===== config.mk =====
export PLATFORM = sky130hd
export DESIGN_NAME = regvuln_monitor
export DESIGN_NICKNAME = d
export VERILOG_FILES = /design/src/rtl/regvuln_pkg.sv /design/src/rtl/regvuln_cyc.sv /design/src/rtl/regvuln_slot.sv /design/src/rtl/regvuln_sum.sv /design/src/rtl/regvuln_monitor.sv
export SDC_FILE = /design/constraint.sdc
export NUM_CORES = 2
export LEC_CHECK = 0
export ABC_CLOCK_PERIOD_IN_PS = 9400
export BUFFER_PORTS_ARGS = -buffer_cell sky130_fd_sc_hd__buf_4
export CORE_MARGIN = 8
export CORE_UTILIZATION = 24
export CTS_BUF_LIST = sky130_fd_sc_hd__clkbuf_16
export DETAILED_ROUTE_END_ITERATION = 7
export GPL_TIMING_DRIVEN = 0
export PLACE_DENSITY_LB_ADDON = 0.25
export SLEW_MARGIN = 5
export SYNTH_ARGS = -nofsm -noshare
export SYNTH_HDL_FRONTEND = slang
export SYNTH_SLANG_ARGS = --single-unit
export TNS_END_PERCENT = 20

===== constraint.sdc =====
create_clock -name clk -period 9.4 [get_ports clk]
set_input_delay 0.94 -clock clk [delete_from_list [all_inputs] [get_ports clk]]
set_output_delay 0.94 -clock clk [all_outputs]
set_load 0.02 [all_outputs]

===== src/rtl/regvuln_pkg.sv =====
// Shared types and helpers for the register vulnerability monitor.
package regvuln_pkg;

    // What a tracked register does on a given cycle
    typedef enum logic [1:0] {
        ACT_NONE  = 2'd0,   // no access
        ACT_TOUCH = 2'd1,   // access restarts the span, nothing added
        ACT_CLOSE = 2'd2    // read closes a span and adds it
    } slot_act_e;

    // Saturating add of two 64-bit values against a ceiling
    function automatic logic [63:0] sat_add(input logic [63:0] a,
                                            input logic [63:0] b,
                                            input logic [63:0] ceil);
        logic [64:0] s;
        s = {1'b0, a} + {1'b0, b};
        if (s > {1'b0, ceil}) return ceil;
        return s[63:0];
    endfunction

endpackage


===== src/rtl/regvuln_cyc.sv =====
// Free-running cycle counter that supplies timestamps.
// Assumes wrap-around is harmless because spans are taken modulo 2^TS_W.
module regvuln_cyc #(
    parameter int TS_W = 32
) (
    input  logic            clk,
    input  logic            rst_n,
    output logic [TS_W-1:0] now
);
    // Count every clock edge out of reset
    always_ff @(posedge clk) begin
        if (!rst_n) now <= '0;
        else        now <= now + 1'b1;
    end
endmodule


===== src/rtl/regvuln_slot.sv =====
// Per-register span tracker.
// It keeps the last access time and whether the register has been touched
// since run start. A read that closes an armed span adds the span length,
// scaled by the register width in bytes, to a saturating accumulator.
// It assumes the caller has already merged duplicate reads into rd_hit.
module regvuln_slot
    import regvuln_pkg::*;
#(
    parameter int TS_W      = 32,
    parameter int ACC_W     = 48,
    parameter int REG_BYTES = 4
) (
    input  logic             clk,
    input  logic             rst_n,
    input  logic             clear,
    input  logic             disarm,
    input  logic             rd_hit,
    input  logic             wr_hit,
    input  logic [TS_W-1:0]  now,
    output logic [ACC_W-1:0] acc
);
    localparam logic [63:0] ACC_MAX = (64'd1 << ACC_W) - 64'd1;
    localparam logic [63:0] SCALE   = 64'(REG_BYTES);

    logic [TS_W-1:0] last;
    logic            armed;
    slot_act_e       act;
    logic [TS_W-1:0] span;
    logic [63:0]     incr;
    logic [ACC_W-1:0] acc_nxt;

    // Choose the action: the read is served before a same-cycle write
    always_comb begin
        if (rd_hit && armed)       act = ACT_CLOSE;
        else if (rd_hit || wr_hit) act = ACT_TOUCH;
        else                       act = ACT_NONE;
    end

    // Span length in byte-cycles and the saturated sum
    always_comb begin
        span    = now - last;
        incr    = 64'(span) * SCALE;
        acc_nxt = ACC_W'(sat_add(64'(acc), incr, ACC_MAX));
    end

    // Update accumulator, timestamp and armed flag
    always_ff @(posedge clk) begin
        if (!rst_n) begin
            acc   <= '0;
            last  <= '0;
            armed <= 1'b0;
        end else if (clear) begin
            acc   <= '0;
            armed <= 1'b0;
        end else if (disarm) begin
            armed <= 1'b0;
        end else begin
            if (act == ACT_CLOSE) acc <= acc_nxt;
            if (act != ACT_NONE) begin
                last  <= now;
                armed <= 1'b1;
            end
        end
    end
endmodule


===== src/rtl/regvuln_sum.sv =====
// Adds all per-register accumulators into one grand total.
// Assumes TOT_W is wide enough that the sum cannot wrap.
module regvuln_sum #(
    parameter int NUM_REGS = 8,
    parameter int ACC_W    = 48,
    parameter int TOT_W    = 51
) (
    input  logic [NUM_REGS*ACC_W-1:0] acc_flat,
    output logic [TOT_W-1:0]          total
);
    // Plain linear reduction over the slots
    always_comb begin
        total = '0;
        for (int i = 0; i < NUM_REGS; i++)
            total = total + TOT_W'(acc_flat[i*ACC_W +: ACC_W]);
    end
endmodule


===== src/rtl/regvuln_monitor.sv =====
// Register vulnerability interval monitor (top).
// It snoops two read ports and one write port of a register file and
// accumulates, per register, the byte-cycles of spans that reads close.
// Tracking runs between run_start and run_stop. Accesses in the start or
// stop cycle are ignored, and indices beyond NUM_REGS match no register.
module regvuln_monitor #(
    parameter int NUM_REGS  = 8,
    parameter int REG_BYTES = 4,
    parameter int TS_W      = 32,
    parameter int ACC_W     = 48,
    localparam int IDX_W    = (NUM_REGS > 1) ? $clog2(NUM_REGS) : 1,
    localparam int TOT_W    = ACC_W + IDX_W + 1
) (
    input  logic             clk,
    input  logic             rst_n,
    input  logic             run_start,
    input  logic             run_stop,
    input  logic             rd0_vld,
    input  logic [IDX_W-1:0] rd0_idx,
    input  logic             rd1_vld,
    input  logic [IDX_W-1:0] rd1_idx,
    input  logic             wr_vld,
    input  logic [IDX_W-1:0] wr_idx,
    input  logic [IDX_W-1:0] qry_idx,
    output logic [ACC_W-1:0] qry_data,
    output logic [TOT_W-1:0] total
);
    logic [TS_W-1:0]           now;
    logic                      running;
    logic                      track_en;
    logic [NUM_REGS-1:0]       rd_hit;
    logic [NUM_REGS-1:0]       wr_hit;
    logic [NUM_REGS*ACC_W-1:0] acc_flat;

    regvuln_cyc #(.TS_W(TS_W)) u_cyc (
        .clk   (clk),
        .rst_n (rst_n),
        .now   (now)
    );

    // Run window: start opens it, stop closes it
    always_ff @(posedge clk) begin
        if (!rst_n)         running <= 1'b0;
        else if (run_start) running <= 1'b1;
        else if (run_stop)  running <= 1'b0;
    end

    assign track_en = running && !run_start && !run_stop;

    for (genvar g = 0; g < NUM_REGS; g++) begin : g_slot
        // Decode port hits; a double read of one register is one hit
        assign rd_hit[g] = track_en &&
                           ((rd0_vld && rd0_idx == IDX_W'(g)) ||
                            (rd1_vld && rd1_idx == IDX_W'(g)));
        assign wr_hit[g] = track_en && wr_vld && wr_idx == IDX_W'(g);

        regvuln_slot #(
            .TS_W      (TS_W),
            .ACC_W     (ACC_W),
            .REG_BYTES (REG_BYTES)
        ) u_slot (
            .clk    (clk),
            .rst_n  (rst_n),
            .clear  (run_start),
            .disarm (run_stop),
            .rd_hit (rd_hit[g]),
            .wr_hit (wr_hit[g]),
            .now    (now),
            .acc    (acc_flat[g*ACC_W +: ACC_W])
        );
    end

    regvuln_sum #(
        .NUM_REGS (NUM_REGS),
        .ACC_W    (ACC_W),
        .TOT_W    (TOT_W)
    ) u_sum (
        .acc_flat (acc_flat),
        .total    (total)
    );

    // Registered query port: one cycle from index to data
    always_ff @(posedge clk) begin
        if (!rst_n)                           qry_data <= '0;
        else if (32'(qry_idx) < NUM_REGS)     qry_data <= acc_flat[32'(qry_idx)*ACC_W +: ACC_W];
        else                                  qry_data <= '0;
    end
endmodule


# After elaboration in Yosys (flattened, before gate mapping)
# Cells that the tools add are included.
[totals]
ff_bits = 729
output_inout_bits = 100
latchBits = 0
word_cells = 226
n_memories = 0
ramBits = 0
rom_bits = 0
[classes]
div_mod_pow = 0
n_bitwise = 3
n_reduce_logical = 91
n_addsub = 24
shift = 1
n_mux = 42
magnitude_cmp = 8
mul = 1
eq_ne = 29
[ops]
columns = ["op", "n"]
rows = [
  ["$mux 48", 16],
  ["$add 48x34->49", 8],
  ["$gt 49x48->1 const B", 8],
  ["$shiftx 384x10->48", 1],
  ["$add 52x48->52", 6],
  ["$sub 32x32->32", 8],
  ["$add 48x48->49", 1],
  ["$logic_and 1x1->1", 43],
  ["$eq 3x3->1 const B", 12],
  ["$add 32x1->32 const B", 1],
  ["$reduce_and 3->1", 8],
  ["$eq 3x2->1 const B", 6],
  ["$mux 1", 18],
  ["$reduce_bool 2->1", 9],
  ["$eq 2x2->1 const B", 8],
  ["$logic_or 1x1->1", 16],
  ["$mux 2", 8],
  ["$reduce_and 2->1", 8],
  ["$eq 3x1->1 const B", 3],
  ["$logic_not 3->1", 3],
  ["$mul 3x2->5 const B", 1],
  ["$not 1->1", 3],
  ["$reduce_or 3->1", 1],
  ["$logic_not 1->1", 2],
  ["$reduce_or 2->1", 1],
]

# Depth between registers and ports, before layout
[depth]
depth_word = 10
mapped_depth = 31

# Cells and area by module
# A second synthesis with hierarchy kept.
[unflattened]
hier_cells = 8269
hier_area_um2 = 67243.2
[by_module_without_submodules]
columns = ["mod", "cells_per_inst", "area_per_inst_um2", "n_inst"]
rows = [
  ["regvuln_slot (g_slot[0].u_slot ...)", 784, 6179.7, 5],
  ["regvuln_slot (g_slot[1].u_slot ...)", 830, 6361.1, 3],
  ["regvuln_sum", 1262, 11145.7, 1],
  ["regvuln_monitor", 429, 4649.5, 1],
  ["regvuln_cyc", 168, 1466.4, 1],
]

# Worst setup path after synthesis
# No wires, ideal clock.
[synth_timing]
kind = "reg-to-output"
startpoint = "register g_slot[0].u_slot.acc[0]"
endpoint = "output port total[47]"
path_slack_ns = 1.037
stages_incl_launch_ff = 30
t_required_ns = 8.460
arrival_ns = 7.423
path_cell_list = "dfxtp_1 ha_1 fa_1 a31oi_1 o21bai_1 o41ai_1 o31a_1 nor2_1 nor2_1 o311ai_0 a31o_2 a21oi_1 xnor2_1 fa_1 inv_1 fa_1 fa_1 fa_1 inv_1 ha_1 and4_1 o21ai_0 and2_0 or3b_2 a31oi_1 o211ai_1 o221a_2 o221ai_1 a21oi_1 xnor2_1"
[synth_between]
elab_chain_cells = 7
[synth_lines]
columns = ["item", "line", "rtl"]
rows = [
  ["start, declared", "regvuln_slot.sv:20", "output logic [ACC_W-1:0] acc"],
  ["start signal, assigned", "regvuln_slot.sv:58", "if (act == ACT_CLOSE) acc <= acc_nxt;"],
  ["$add 48x48->49", "regvuln_sum.sv:15", "total = total + TOT_W'(acc_flat[i*ACC_W +: ACC_W]);"],
  ["$add 52x48->52 (6 in series)", "regvuln_sum.sv:15", ""],
  ["end, declared", "regvuln_monitor.sv:26", "output logic [TOT_W-1:0] total"],
]
# No other way between the ends.

# Worst setup path in the final report
[layout_timing]
startpoint = "register g_slot[1].u_slot.acc[0]"
endpoint = "output port total[50]"
[layout_between]
elab_chain_cells = 7
[layout_lines]
columns = ["item", "line"]
rows = [
  ["start, declared", "regvuln_slot.sv:20"],
  ["start signal, assigned", "regvuln_slot.sv:58"],
  ["$add 48x48->49", "regvuln_sum.sv:15"],
  ["$add 52x48->52 (6 in series)", "regvuln_sum.sv:15"],
]
# No other way between the ends.

==> flow_summary.json <==
{
  "status": "complete, but fails checks",
  "violations": "setup timing",
  "synthSimpleGateAreaFrac_pct": 15.36,
  "timing.critical_path.buf_inv": 6,
  "yosys.area_share.adder_pct": 19.72,
  "synth_nets": 8705,
  "path_class": "reg -> out",
  "rsz0062_at_grt": "yes",
  "root_buffer": "clkbuf_16",
  "tightestPinTransition_ps": 1445,
  "die_h_um": 533.9,
  "setup_viol": 5,
  "routabilityCongestion": 0.9771,
  "synth.cell_area_um2": 64380,
  "dieArea_um2": 285100,
  "synth_area_per_cell_um2": 8.228,
  "yosys_warnings": 0,
  "vias": 59830,
  "cellPowerDensity_nw_per_um2": 109.8,
  "insertion_delay_ps": 750,
  "numCtsBuffers": 99,
  "wl_per_cell_um": 24.10,
  "crit_fanout": 6,
  "die_w_um": 533.9,
  "drt_iter0_markers": 5111,
  "critPathTopFamily": "adder cells",
  "stdcell_area_um2": 74330,
  "min_path_type": "reg -> reg",
  "dp_hpwl_mm": 237.7,
  "crit_path_top_delay_cell": "fa_2",
  "seqCellArea_um2": 14500,
  "multi_input_area_um2": 46920,
  "final_cell_mix": "nand2_1 (822), inv_1 (707), dfxtp_1 (682), a21oi_1 (680), ha_1 (589)",
  "io_buffers": 115,
  "synth.area.top_cells": "dfxtp_1 (22%), ha_1 (12%), fa_1 (7.9%)",
  "timing.rr.start": "u_cyc.now[0]",
  "worstHoldPathCells": 2,
  "fin_skew_ps": 31.05,
  "synth-compound-area-share_pct": 24.15,
  "synthMuxAreaShare_pct": 4.206,
  "ff2ff_path_depth": 25,
  "maxCapViolCount": 0,
  "drv_slew": 0,
  "post-route-min-period_ps": 9527,
  "syn2layout_area_growth_pct": 15.45,
  "start_util_pct": 24.07,
  "clkSinkCount": 720,
  "grt.overflow.total": 0,
  "max_freq_mhz": 105.0,
  "reg2reg_setup_slack_ps": 610,
  "total_power_uw": 8164,
  "wl_mm": 282.5,
  "ys.flop_type": "dfxtp_1",
  "ys_ff_latch": 720,
  "synthArstFlopShare_pct": 0,
  "synth.largest_area_cell": "dfxtp_1",
  "ir_worst_vdd_uv": 128.3,
  "ant_nets": 0,
  "min_period_over_period_pct": 101.4,
  "grt_use_total_pct": 18.94,
  "dpl_cell_area_um2": 69860,
  "yosysSeqAreaShare_pct": 22.39,
  "ctsLongestPathBuffers": 3,
  "slew_headroom_pct": 3.040,
  "setup_slack_ps": -127.4,
  "antenna_found_initial": 18,
  "boundaryPins": 119,
  "layout-drive-gt1-share_pct": 8.439,
  "drt_first_pass_iters": 8,
  "layout_commonest_cell": "nand2_1",
  "viasPerCell": 5.104,
  "fin_tns_setup_ps": -407.2,
  "synth_edf_count": 0,
  "reg2reg_to": "g_slot[7].u_slot.acc[31]",
  "timing.hold.ws_ps": 459.3,
  "final_hold_viol_count": 0,
  "grt_max_degree": 19,
  "grt_pass1_vias": 57820,
  "critPathArrivalTime_ps": 8590,
  "critical_path.max_stage_delay_ps": 600,
  "rows": 190,
  "synthCells": 7824,
  "nFillCells": 28800,
  "synthDistinctLibCells": 108,
  "holdCritStartpoint": "g_slot[2].u_slot.last[8]",
  "fin_util_pct": 27.79,
  "yosys.area_share.xor_xnor_pct": 8.258,
  "synth_top_area_share_pct": 22.39,
  "cp.required_ps": 8460,
  "start_kind": "flop",
  "synth_top_family_by_area": "compound AO/OA/AOI/OAI gates",
  "cp-end-kind": "primary output",
  "path_clk_slew_ps": 60,
  "cts_tree": "done",
  "min_to": "g_slot[2].u_slot.last[8]",
  "post-route-drc-count": 0,
  "grt_pass1_wl_mm": 399.5,
  "p_leak_uw": 0.03093,
  "fp.coreArea_um2": 267400,
  "layout.nets": 8957,
  "htreeDepth": 3
}
==> layout make-up <==
type / count / share of cell area, %
Antenna cell: 17 / 0.05724
Inverter: 712 / 3.603
Clock buffer: 101 / 3.400
Timing Repair Buffer: 155 / 1.720
Tap cell: 3552 / 5.979
Sequential cell: 720 / 19.50
Multi-Input combinational cell: 6098 / 63.13
Clock inverter: 77 / 1.067
Buffer: 290 / 1.535
==> cell families after synthesis <==
kind of cell / Yosys count
DFF: 720
muxes: 153
xor gates and xnor gates: 607
adders and majority gates: 862
and+or+nand+nor: 2078
buffers and inverters: 1006
AOI/OAI and AO/OA: 2398
==> layer usage <==
layer  share of wire, %  vias up  GRT usage (%)  wire length [um]
met4                3.9        2          6.669             10980
met1                 45    29340          25.86            127900
met2                 45     1982          30.80            125800
li1                   -    28140              -                 -
met3                6.3      366          2.263             17790
met5             0.0050        -              0                14
==> timing repair <==
action                     in CTS  in global routing
setup buffers                  27                  5
setup endpoints to repair      36                 13
hold buffers                    0                  0
resized for setup             199                 36
pin swaps                      57                 40
==> metrics by stage <==
stage / instances / setup WS [ps]
floorplan: 7824 / 1037
global placement: 11490 / -2020
detailed placement: 11500 / -2026
CTS: 11700 / -252.4
global route: 11710 / -331.6
finish: 11720 / -127.4
==> worst min-delay path, cell delays in order, from the launching register on <==
cell	delay [ps]
dfxtp_1	300
nand2_1	40
a21boi_0	60
==> synthesized netlist by cell type (all sizes together), types with 31 or more instances <==
cell    number
a211oi      50
a21boi     275
a21o       333
a21oi      701
a221oi      52
a31oi       99
and2        56
and3       135
and4        33
buf         39
clkbuf     255
dfxtp      720
fa         254
ha         608
inv        712
mux2i       59
mux4        94
nand2      823
nand2b      74
nand3      166
nand4       73
nor2       362
nor2b      115
nor3       138
o211ai      35
o21a        98
o21ai      454
o21bai      83
o31ai       31
xnor2      375
xor2       232
==> state kept, by name, summed over array words and instances, names as in the netlist <==
register,flops
g_slot.u_slot.armed,8
running,1
u_cyc.now,32
g_slot.u_slot.last,256
qry_data,47
g_slot.u_slot.acc,376
==> how the worst max path moves through the flow <==
| stage | start | endpoint | slack, ps | depth (start not counted) |
|---|---|---|---|---|
| after floorplan | g_slot[0].u_slot.acc[0] | total[47] | 1040 | 29 |
| after global placement | g_slot[0].u_slot.acc[0] | total[50] | -2020 | 30 |
| after detailed placement | g_slot[0].u_slot.acc[0] | total[50] | -2030 | 30 |
| after CTS | g_slot[1].u_slot.acc[2] | total[50] | -250 | 31 |
| after global routing | g_slot[0].u_slot.acc[0] | total[50] | -330 | 34 |
| final | g_slot[1].u_slot.acc[0] | total[50] | -130 | 32 |
==> report_power, final <==
group	internal [uW]	leakage [uW]	switching [uW]
registers	3050	0.00582	10.0
logic	390	0.0234	678
clock network	2400	0.00170	1640
total	5840	0.0309	2330
Note: power is estimated with default switching activity, not from simulation.
